`src/rtl/lcs_pkg.sv`:
```
package lcs_pkg;

  localparam int unsigned CNT_W = 8;

  typedef enum logic [7:0] {
    ST_RESET  = 8'h3A,
    ST_IDLE   = 8'hC5,
    ST_CNTPRG = 8'h96,
    ST_CHECK  = 8'h6C,
    ST_BYP    = 8'hE1,
    ST_ERASE  = 8'h1E,
    ST_STPRG  = 8'hB4,
    ST_DONE   = 8'h4B,
    ST_POST   = 8'hD2,
    ST_ESC    = 8'h27
  } fsm_e;

  function automatic logic [15:0] clr_code(input int unsigned pos);
    logic [7:0] b;
    b = 8'(pos);
    return {8'hA5 ^ b, 8'h3C + b};
  endfunction

  function automatic logic [15:0] set_code(input int unsigned pos);
    return ~clr_code(pos);
  endfunction

  function automatic logic [2*CNT_W-1:0] cnt_enc(input logic [CNT_W-1:0] c);
    return {~c, c};
  endfunction

  function automatic logic cnt_word_ok(input logic [2*CNT_W-1:0] w,
                                       input int unsigned cmax);
    return (w[2*CNT_W-1:CNT_W] == ~w[CNT_W-1:0]) &&
           (w[CNT_W-1:0] <= CNT_W'(cmax));
  endfunction

endpackage

```
`src/rtl/lcs_state_codec.sv`:
```
module lcs_state_codec #(
  parameter int unsigned NW = 4,
  parameter int unsigned IW = 3
) (
  input  logic [16*NW-1:0] words_i,
  output logic [IW-1:0]    idx_o,
  output logic             valid_o,
  input  logic [IW-1:0]    enc_idx_i,
  output logic [16*NW-1:0] words_o
);
  logic [NW-1:0] is_set, is_clr;

  for (genvar g = 0; g < NW; g++) begin : g_word
    assign is_set[g] = words_i[g*16 +: 16] == lcs_pkg::set_code(g);
    assign is_clr[g] = words_i[g*16 +: 16] == lcs_pkg::clr_code(g);
    assign words_o[g*16 +: 16] = (enc_idx_i > IW'(g)) ? lcs_pkg::set_code(g)
                                                       : lcs_pkg::clr_code(g);
  end

  always_comb begin
    valid_o = is_set[0] | is_clr[0];
    idx_o   = is_set[0] ? IW'(1) : '0;
    for (int i = 1; i < NW; i++) begin
      if (!(is_set[i] | is_clr[i])) valid_o = 1'b0;
      if (is_set[i] && !is_set[i-1]) valid_o = 1'b0;
      if (is_set[i]) idx_o = idx_o + IW'(1);
    end
  end
endmodule

```
`src/rtl/lcs_rule.sv`:
```
module lcs_rule #(
  parameter int unsigned NW   = 4,
  parameter int unsigned IW   = 3,
  parameter int unsigned TOKW = 64,
  parameter logic [TOKW-1:0] UNCOND_TOKEN = '0
) (
  input  logic [IW-1:0]   cur_i,
  input  logic [IW-1:0]   tgt_i,
  input  logic [TOKW-1:0] tok_i,
  input  logic [TOKW-1:0] cond_tok_i,
  output logic            legal_o,
  output logic            match_o
);
  logic uncond;
  assign uncond  = {1'b0, tgt_i} == ({1'b0, cur_i} + 1'b1);
  assign legal_o = (tgt_i > cur_i) && (tgt_i <= IW'(NW));
  assign match_o = tok_i == (uncond ? UNCOND_TOKEN : cond_tok_i);
endmodule

```
`src/rtl/lcs_esc_latch.sv`:
```
module lcs_esc_latch (
  input  logic clk_i,
  input  logic rst_ni,
  input  logic esc_i,
  output logic esc_en_o
);
  always_ff @(posedge clk_i or negedge rst_ni) begin
    if (!rst_ni)    esc_en_o <= 1'b0;
    else if (esc_i) esc_en_o <= 1'b1;
  end
endmodule

```
`src/rtl/lcs_transition_ctrl.sv`:
```
module lcs_transition_ctrl #(
  parameter int unsigned NW      = 4,
  parameter int unsigned TOKW    = 64,
  parameter int unsigned CNT_MAX = 16,
  parameter logic [TOKW-1:0] UNCOND_TOKEN = 64'h0123_4567_89AB_CDEF,
  localparam int unsigned SW   = 16 * NW,
  localparam int unsigned IW   = $clog2(NW + 1),
  localparam int unsigned CW   = lcs_pkg::CNT_W,
  localparam int unsigned TOKN = TOKW / 32,
  localparam int unsigned AW   = $clog2(TOKN + 2)
) (
  input  logic            clk_i,
  input  logic            rst_ni,
  input  logic            init_req_i,
  input  logic [SW-1:0]   mem_state_i,
  input  logic [2*CW-1:0] mem_cnt_i,
  input  logic            mem_data_err_i,
  input  logic [TOKW-1:0] cond_token_i,
  input  logic            wr_en_i,
  input  logic [AW-1:0]   wr_addr_i,
  input  logic [31:0]     wr_data_i,
  output logic            prog_req_o,
  input  logic            prog_ack_i,
  input  logic            prog_err_i,
  output logic [SW-1:0]   prog_state_o,
  output logic [2*CW-1:0] prog_cnt_o,
  output logic            byp_req_o,
  input  logic            byp_ack_i,
  input  logic            byp_err_i,
  output logic            erase_req_o,
  input  logic            erase_ack_i,
  input  logic            erase_err_i,
  input  logic            esc_i,
  output logic            esc_en_o,
  output logic [NW:0]     en_o,
  output logic [IW-1:0]   state_o,
  output logic [CW-1:0]   cnt_o,
  output logic [9:0]      status_o,
  output logic            alert_prog_o,
  output logic            alert_state_o
);
  import lcs_pkg::*;

  localparam logic [AW-1:0] CMD_ADDR = AW'(TOKN + 1);

  fsm_e            st_q, st_d;
  logic [IW-1:0]   cur_q, tgt_q, dec_idx, enc_idx;
  logic [CW-1:0]   cnt_q;
  logic [TOKW-1:0] tok_q;
  logic [6:0]      errs_q, errs_set;
  logic            data_err_q;

  // named internal events
  logic dec_valid, load_ok, load_fail, cmd_fire, cnt_exhausted;
  logic move_legal, tok_match, ready, terminal;

  lcs_state_codec #(.NW(NW), .IW(IW)) u_codec (
    .words_i   (mem_state_i),
    .idx_o     (dec_idx),
    .valid_o   (dec_valid),
    .enc_idx_i (enc_idx),
    .words_o   (prog_state_o)
  );

  lcs_rule #(.NW(NW), .IW(IW), .TOKW(TOKW), .UNCOND_TOKEN(UNCOND_TOKEN)) u_rule (
    .cur_i      (cur_q),
    .tgt_i      (tgt_q),
    .tok_i      (tok_q),
    .cond_tok_i (cond_token_i),
    .legal_o    (move_legal),
    .match_o    (tok_match)
  );

  lcs_esc_latch u_esc (
    .clk_i    (clk_i),
    .rst_ni   (rst_ni),
    .esc_i    (esc_i),
    .esc_en_o (esc_en_o)
  );

  assign load_ok       = dec_valid && cnt_word_ok(mem_cnt_i, CNT_MAX);
  assign load_fail     = (st_q == ST_RESET) && init_req_i && !load_ok;
  assign ready         = st_q == ST_IDLE;
  assign terminal      = (st_q == ST_DONE) || (st_q == ST_POST) || (st_q == ST_ESC);
  assign cmd_fire      = ready && wr_en_i && (wr_addr_i == CMD_ADDR) && wr_data_i[0];
  assign cnt_exhausted = cnt_q >= CW'(CNT_MAX);
  assign enc_idx       = (st_q == ST_STPRG) ? tgt_q : cur_q;

  // errs_set bit order: 0 count, 1 illegal, 2 token, 3 erase, 4 bypass, 5 program, 6 state
  always_comb begin
    st_d     = st_q;
    errs_set = '0;
    unique case (st_q)
      ST_RESET: if (init_req_i) begin
        st_d        = load_ok ? ST_IDLE : ST_ESC;
        errs_set[6] = !load_ok;
      end
      ST_IDLE: if (cmd_fire) begin
        st_d        = cnt_exhausted ? ST_POST : ST_CNTPRG;
        errs_set[0] = cnt_exhausted;
      end
      ST_CNTPRG: if (prog_ack_i) begin
        st_d        = prog_err_i ? ST_ESC : ST_CHECK;
        errs_set[5] = prog_err_i;
      end
      ST_CHECK: begin
        st_d        = (move_legal && tok_match) ? ST_BYP : ST_POST;
        errs_set[1] = !move_legal;
        errs_set[2] = move_legal && !tok_match;
      end
      ST_BYP: if (byp_ack_i) begin
        st_d        = byp_err_i ? ST_POST : ((tgt_q == IW'(NW)) ? ST_ERASE : ST_STPRG);
        errs_set[4] = byp_err_i;
      end
      ST_ERASE: if (erase_ack_i) begin
        st_d        = erase_err_i ? ST_POST : ST_STPRG;
        errs_set[3] = erase_err_i;
      end
      ST_STPRG: if (prog_ack_i) begin
        st_d        = prog_err_i ? ST_ESC : ST_DONE;
        errs_set[5] = prog_err_i;
      end
      ST_DONE, ST_POST, ST_ESC: st_d = st_q;
      default: st_d = ST_ESC;
    endcase
    if (esc_i || esc_en_o) st_d = ST_ESC;
  end

  always_ff @(posedge clk_i or negedge rst_ni) begin
    if (!rst_ni) begin
      st_q          <= ST_RESET;
      cur_q         <= '0;
      tgt_q         <= '0;
      cnt_q         <= '0;
      tok_q         <= '0;
      errs_q        <= '0;
      data_err_q    <= 1'b0;
      alert_prog_o  <= 1'b0;
      alert_state_o <= 1'b0;
    end else begin
      st_q          <= st_d;
      errs_q        <= errs_q | errs_set;
      data_err_q    <= mem_data_err_i;
      alert_prog_o  <= errs_set[5];
      alert_state_o <= errs_set[6];
      if ((st_q == ST_RESET) && init_req_i && load_ok) begin
        cur_q <= dec_idx;
        cnt_q <= mem_cnt_i[CW-1:0];
      end
      if ((st_q == ST_CNTPRG) && prog_ack_i && !prog_err_i) cnt_q <= cnt_q + CW'(1);
      if ((st_q == ST_STPRG) && prog_ack_i && !prog_err_i) cur_q <= tgt_q;
      if (ready && wr_en_i) begin
        if (wr_addr_i == '0) tgt_q <= wr_data_i[IW-1:0];
        for (int w = 0; w < TOKN; w++)
          if (wr_addr_i == AW'(w + 1)) tok_q[w*32 +: 32] <= wr_data_i;
      end
    end
  end

  for (genvar i = 0; i <= NW; i++) begin : g_en
    assign en_o[i] = ready && (cur_q >= IW'(i));
  end

  assign prog_req_o  = (st_q == ST_CNTPRG) || (st_q == ST_STPRG);
  assign prog_cnt_o  = cnt_enc((st_q == ST_CNTPRG) ? cnt_q + CW'(1) : cnt_q);
  assign byp_req_o   = st_q == ST_BYP;
  assign erase_req_o = st_q == ST_ERASE;
  assign state_o     = cur_q;
  assign cnt_o       = cnt_q;
  assign status_o    = {data_err_q, errs_q, st_q == ST_DONE, ready};
endmodule

```
`config.mk`:
```
export PLATFORM = sky130hd
export DESIGN_NAME = lcs_transition_ctrl
export DESIGN_NICKNAME = d
export VERILOG_FILES = /design/src/rtl/lcs_pkg.sv /design/src/rtl/lcs_state_codec.sv /design/src/rtl/lcs_rule.sv /design/src/rtl/lcs_esc_latch.sv /design/src/rtl/lcs_transition_ctrl.sv
export SDC_FILE = /design/constraint.sdc
export NUM_CORES = 1
export LEC_CHECK = 0
export ABC_AREA = 1
export BUFFER_PORTS_ARGS = -buffer_cell sky130_fd_sc_hd__buf_2
export CORE_UTILIZATION = 50
export DETAILED_ROUTE_END_ITERATION = 10
export HOLD_SLACK_MARGIN = 0.06
export MAX_ROUTING_LAYER = met4
export PLACE_DENSITY = 0.85
export SLEW_MARGIN = 20
export SYNTH_ARGS = -nofsm -noshare
export SYNTH_HDL_FRONTEND = slang
export SYNTH_SLANG_ARGS = --single-unit
```
`constraint.sdc`:
```
create_clock -name clk_i -period 4.14 [get_ports clk_i]
set_clock_uncertainty 0.15 [all_clocks]
set_input_delay 0.414 -clock clk_i [delete_from_list [all_inputs] [get_ports clk_i]]
set_output_delay 0.414 -clock clk_i [all_outputs]
set_load 0.02 [all_outputs]
```
==> results.md <==
* Final worst slack at 0.581 ns
* Hold Violations, Final at 0
* Critical Path RT at 3.58 ns
* Async set-reset flop share out of synthesis at 100%
* P_leak at 5.33 nW
* Vias in the first global route at 7192
* Placed inst area at 8630 um^2
* DRT antenna net count at 0
* Largest net degree at the start of global routing at 65
* Fin Hold WS at 0.165 ns
* RD Place Congestion at 0.916
* Fin. max-slew vios at 0
* Clock sinks at 97
* Layout cell share with drive strength beyond 1 at 24.8%
* CP startpoint kind: register
* Final worst-path cycle share at 86.0%
* Placed cells at 1567
* GRT Overall Usage at 29.5%
* Yosys warnings at 0
* Hold Crit Class: primary input to register
* WL/cell at 13.4 um
* Relative slew slack at 56.4%
* Mapped cell area at 7390 um^2
* Setup TNS at 0 ns
* Synthesis-to-finish area growth at 20.8%
* Crit path kind: register to primary output
* Worst-path clk slew at 0.06 ns
* Total Nets Final at 1599
* Vias at 7972
* WHS Path Cells at 3
* I/O pin cnt at 302
* Mapped Nets at 1361
* I/O Buffers at 301
* Post-CTS Repair Setup Buffers at 0
* Die H at 124 um
* MaxCap Viol Count at 0
* Final Non-Filler Cells at 1586
* Fin crit period at 3.56 ns
* CP endpoint kind: primary output
* Clk root buf: clkbuf_16
* Clk Latency, worst-skew pair at 0.36 ns
* Residual DRC count at 0
* RSZ-0062 raised after global routing: false
* H-tree depth at 3
* Initial antenna violation count at 1
* Yosys cell types at 37
* Status: finished clean
* Filler Cells Inserted at 1385
* Longest Clk Path Bufs at 2
* Reg area at 2430 um^2
* Row Count at 44
* Most common cell after layout, fill and taps aside: nand2_1
* FF-to-FF setup slack at 0.80 ns
* Die width at 124 um
* R2R Path End: st_q[4]
* Syn_area_per_cell at 6.38 um^2
* Design Area, Final at 8930 um^2
* Effective utilization at floorplan at 51.1%
* Min-delay src: esc_i
* Total iterations of the first detailed-routing run at 8
* FF+latch count, synth at 97
* Final setup fails at 0
* Maximum VDD drop at 0.000187 V
* Worst-Margin Slew at 0.652 ns
* First-pass GRT wire length at 33700 um
* DR iter-0 viols at 455
* PwrDens at 236 nW/um^2
* Worst flop-to-flop path startpoint: state_o[0]
* CTS Buf Count at 9
* Detailed Place HPWL at 16900 um
* Reg2reg path depth at 21
* Post-Route WL at 21300 um
* Post-synth top flop: dfrtp_1
* Worst EP arrival at 3.00 ns
* Die footprint at 15300 um^2
* GRT overflow at 0
* Synth Instances at 1158
* Area of the core at 14500 um^2
* Worst Path Max Fanout at 12
* Multi-input gate area at 3620 um^2
* Most frequent cells in the layout: 381 x nand2_1, 300 x buf_2, 202 x inv_1
* Post-synthesis sequential area ratio at 32.9%
* Routed vias/inst at 5.03
* Max Clock Freq at 281 MHz
* TritonCTS clock tree: done
* EDFF count, synth at 0
* Place WS at 0.854 ns
* Hold path endpoint: u_esc.esc_en_o
==> critical path, stage by stage, from the launching register on <==
cell and delay (ns):
dfstp_2 0.38, inv_1 0.11, nand2_1 0.10, nor3_1 0.21, nand2_1 0.33, o21ai_1 0.28, buf_4 0.20, inv_1 0.12
o21ai_1 0.51, inv_1 0.19, buf_2 0.20
==> worst max path at each step <==
stage	from	endpoint	slack [ns]
4_1_cts	st_q[3]	prog_state_o[46]	0.59
2_1_floorplan	st_q[3]	prog_state_o[11]	0.20
3_3_place_gp	state_o[0]	st_q[4]	0.91
5_1_grt	st_q[3]	prog_state_o[32]	0.07
6_report	st_q[3]	prog_state_o[46]	0.58
3_5_place_dp	state_o[0]	st_q[4]	0.85
==> where the power goes <==
group / total [mW] / switching [mW] / internal [mW]
Clock: 0.811 / 0.395 / 0.416
Sequential: 0.987 / 0.0193 / 0.968
Combinational: 0.311 / 0.175 / 0.136
==> cell usage after synthesis, drive strengths merged (4+ instances only) <==
master | number | share of area, %
a21oi | 12 | 0.81
buf | 71 | 7.2
clkbuf | 14 | 0.71
dfrtp | 93 | 31
dfstp | 4 | 1.4
ha | 13 | 2.2
inv | 205 | 10
nand2 | 382 | 19
nand3 | 47 | 3.2
nand3b | 31 | 3.1
nand4 | 25 | 2.1
nor2 | 92 | 4.8
nor3 | 15 | 1.0
nor4 | 19 | 1.7
o211ai | 4 | 0.41
o21ai | 95 | 6.4
o22ai | 6 | 0.51
or2 | 7 | 0.59
xor2 | 6 | 0.71
==> what timing repair did <==
item	4_1_cts	5_1_grt
endpoints found under the setup margin	0	0
gates resized for setup	0	0
hold buffers	2	0
hold endpoints to repair	24	0
==> layout make-up <==
class | instances | share of cell area (%)
Clock buffer | 10 | 2.56
Clock inverter | 6 | 0.574
Inverter | 206 | 8.66
Multi-Input combinational cell | 770 | 40.5
Antenna cell | 1 | 0.0280
Tap cell | 184 | 2.58
Sequential cell | 97 | 27.2
Timing Repair Buffer | 312 | 17.9
==> sequential cells by signal, summed over array words and instances (netlist names) <==
name and cells:
tok_q 64, cnt_o 8, st_q 8, errs_q 7
state_o 3, tgt_q 3, alert_prog_o 1, alert_state_o 1
data_err_q 1, u_esc.esc_en_o 1
==> through the flow <==
stage               total power, mW  utilization, %
floorplan                      1.14               -
global placement               1.30            59.6
detailed placement             1.31            59.6
CTS                            2.12            61.7
global route                   2.20            61.7
finish                         2.11            61.7
==> kinds of logic (layout without fill, tap and decap cells) <==
group	after synthesis	count (layout)	synth area share, %
AOI/OAI and AO/OA	128	128	9.32
xor gates and xnor gates	8	8	0.948
DFF	97	97	32.9
other	0	1	0
buffers and inverters	291	534	18.4
and+or+nand+nor	621	621	36.2
adders and majority gates	13	13	2.20
==> routing by layer <==
metal	up-vias	GRT usage (%)	part of all wire, %
met2	332	50.3	49
met3	34	4.26	5.6
li1	4031	-	-
met4	0	9.94	2.7
met1	3575	35.6	43
met5	-	-	0
Power figures use the tool's default switching activity.
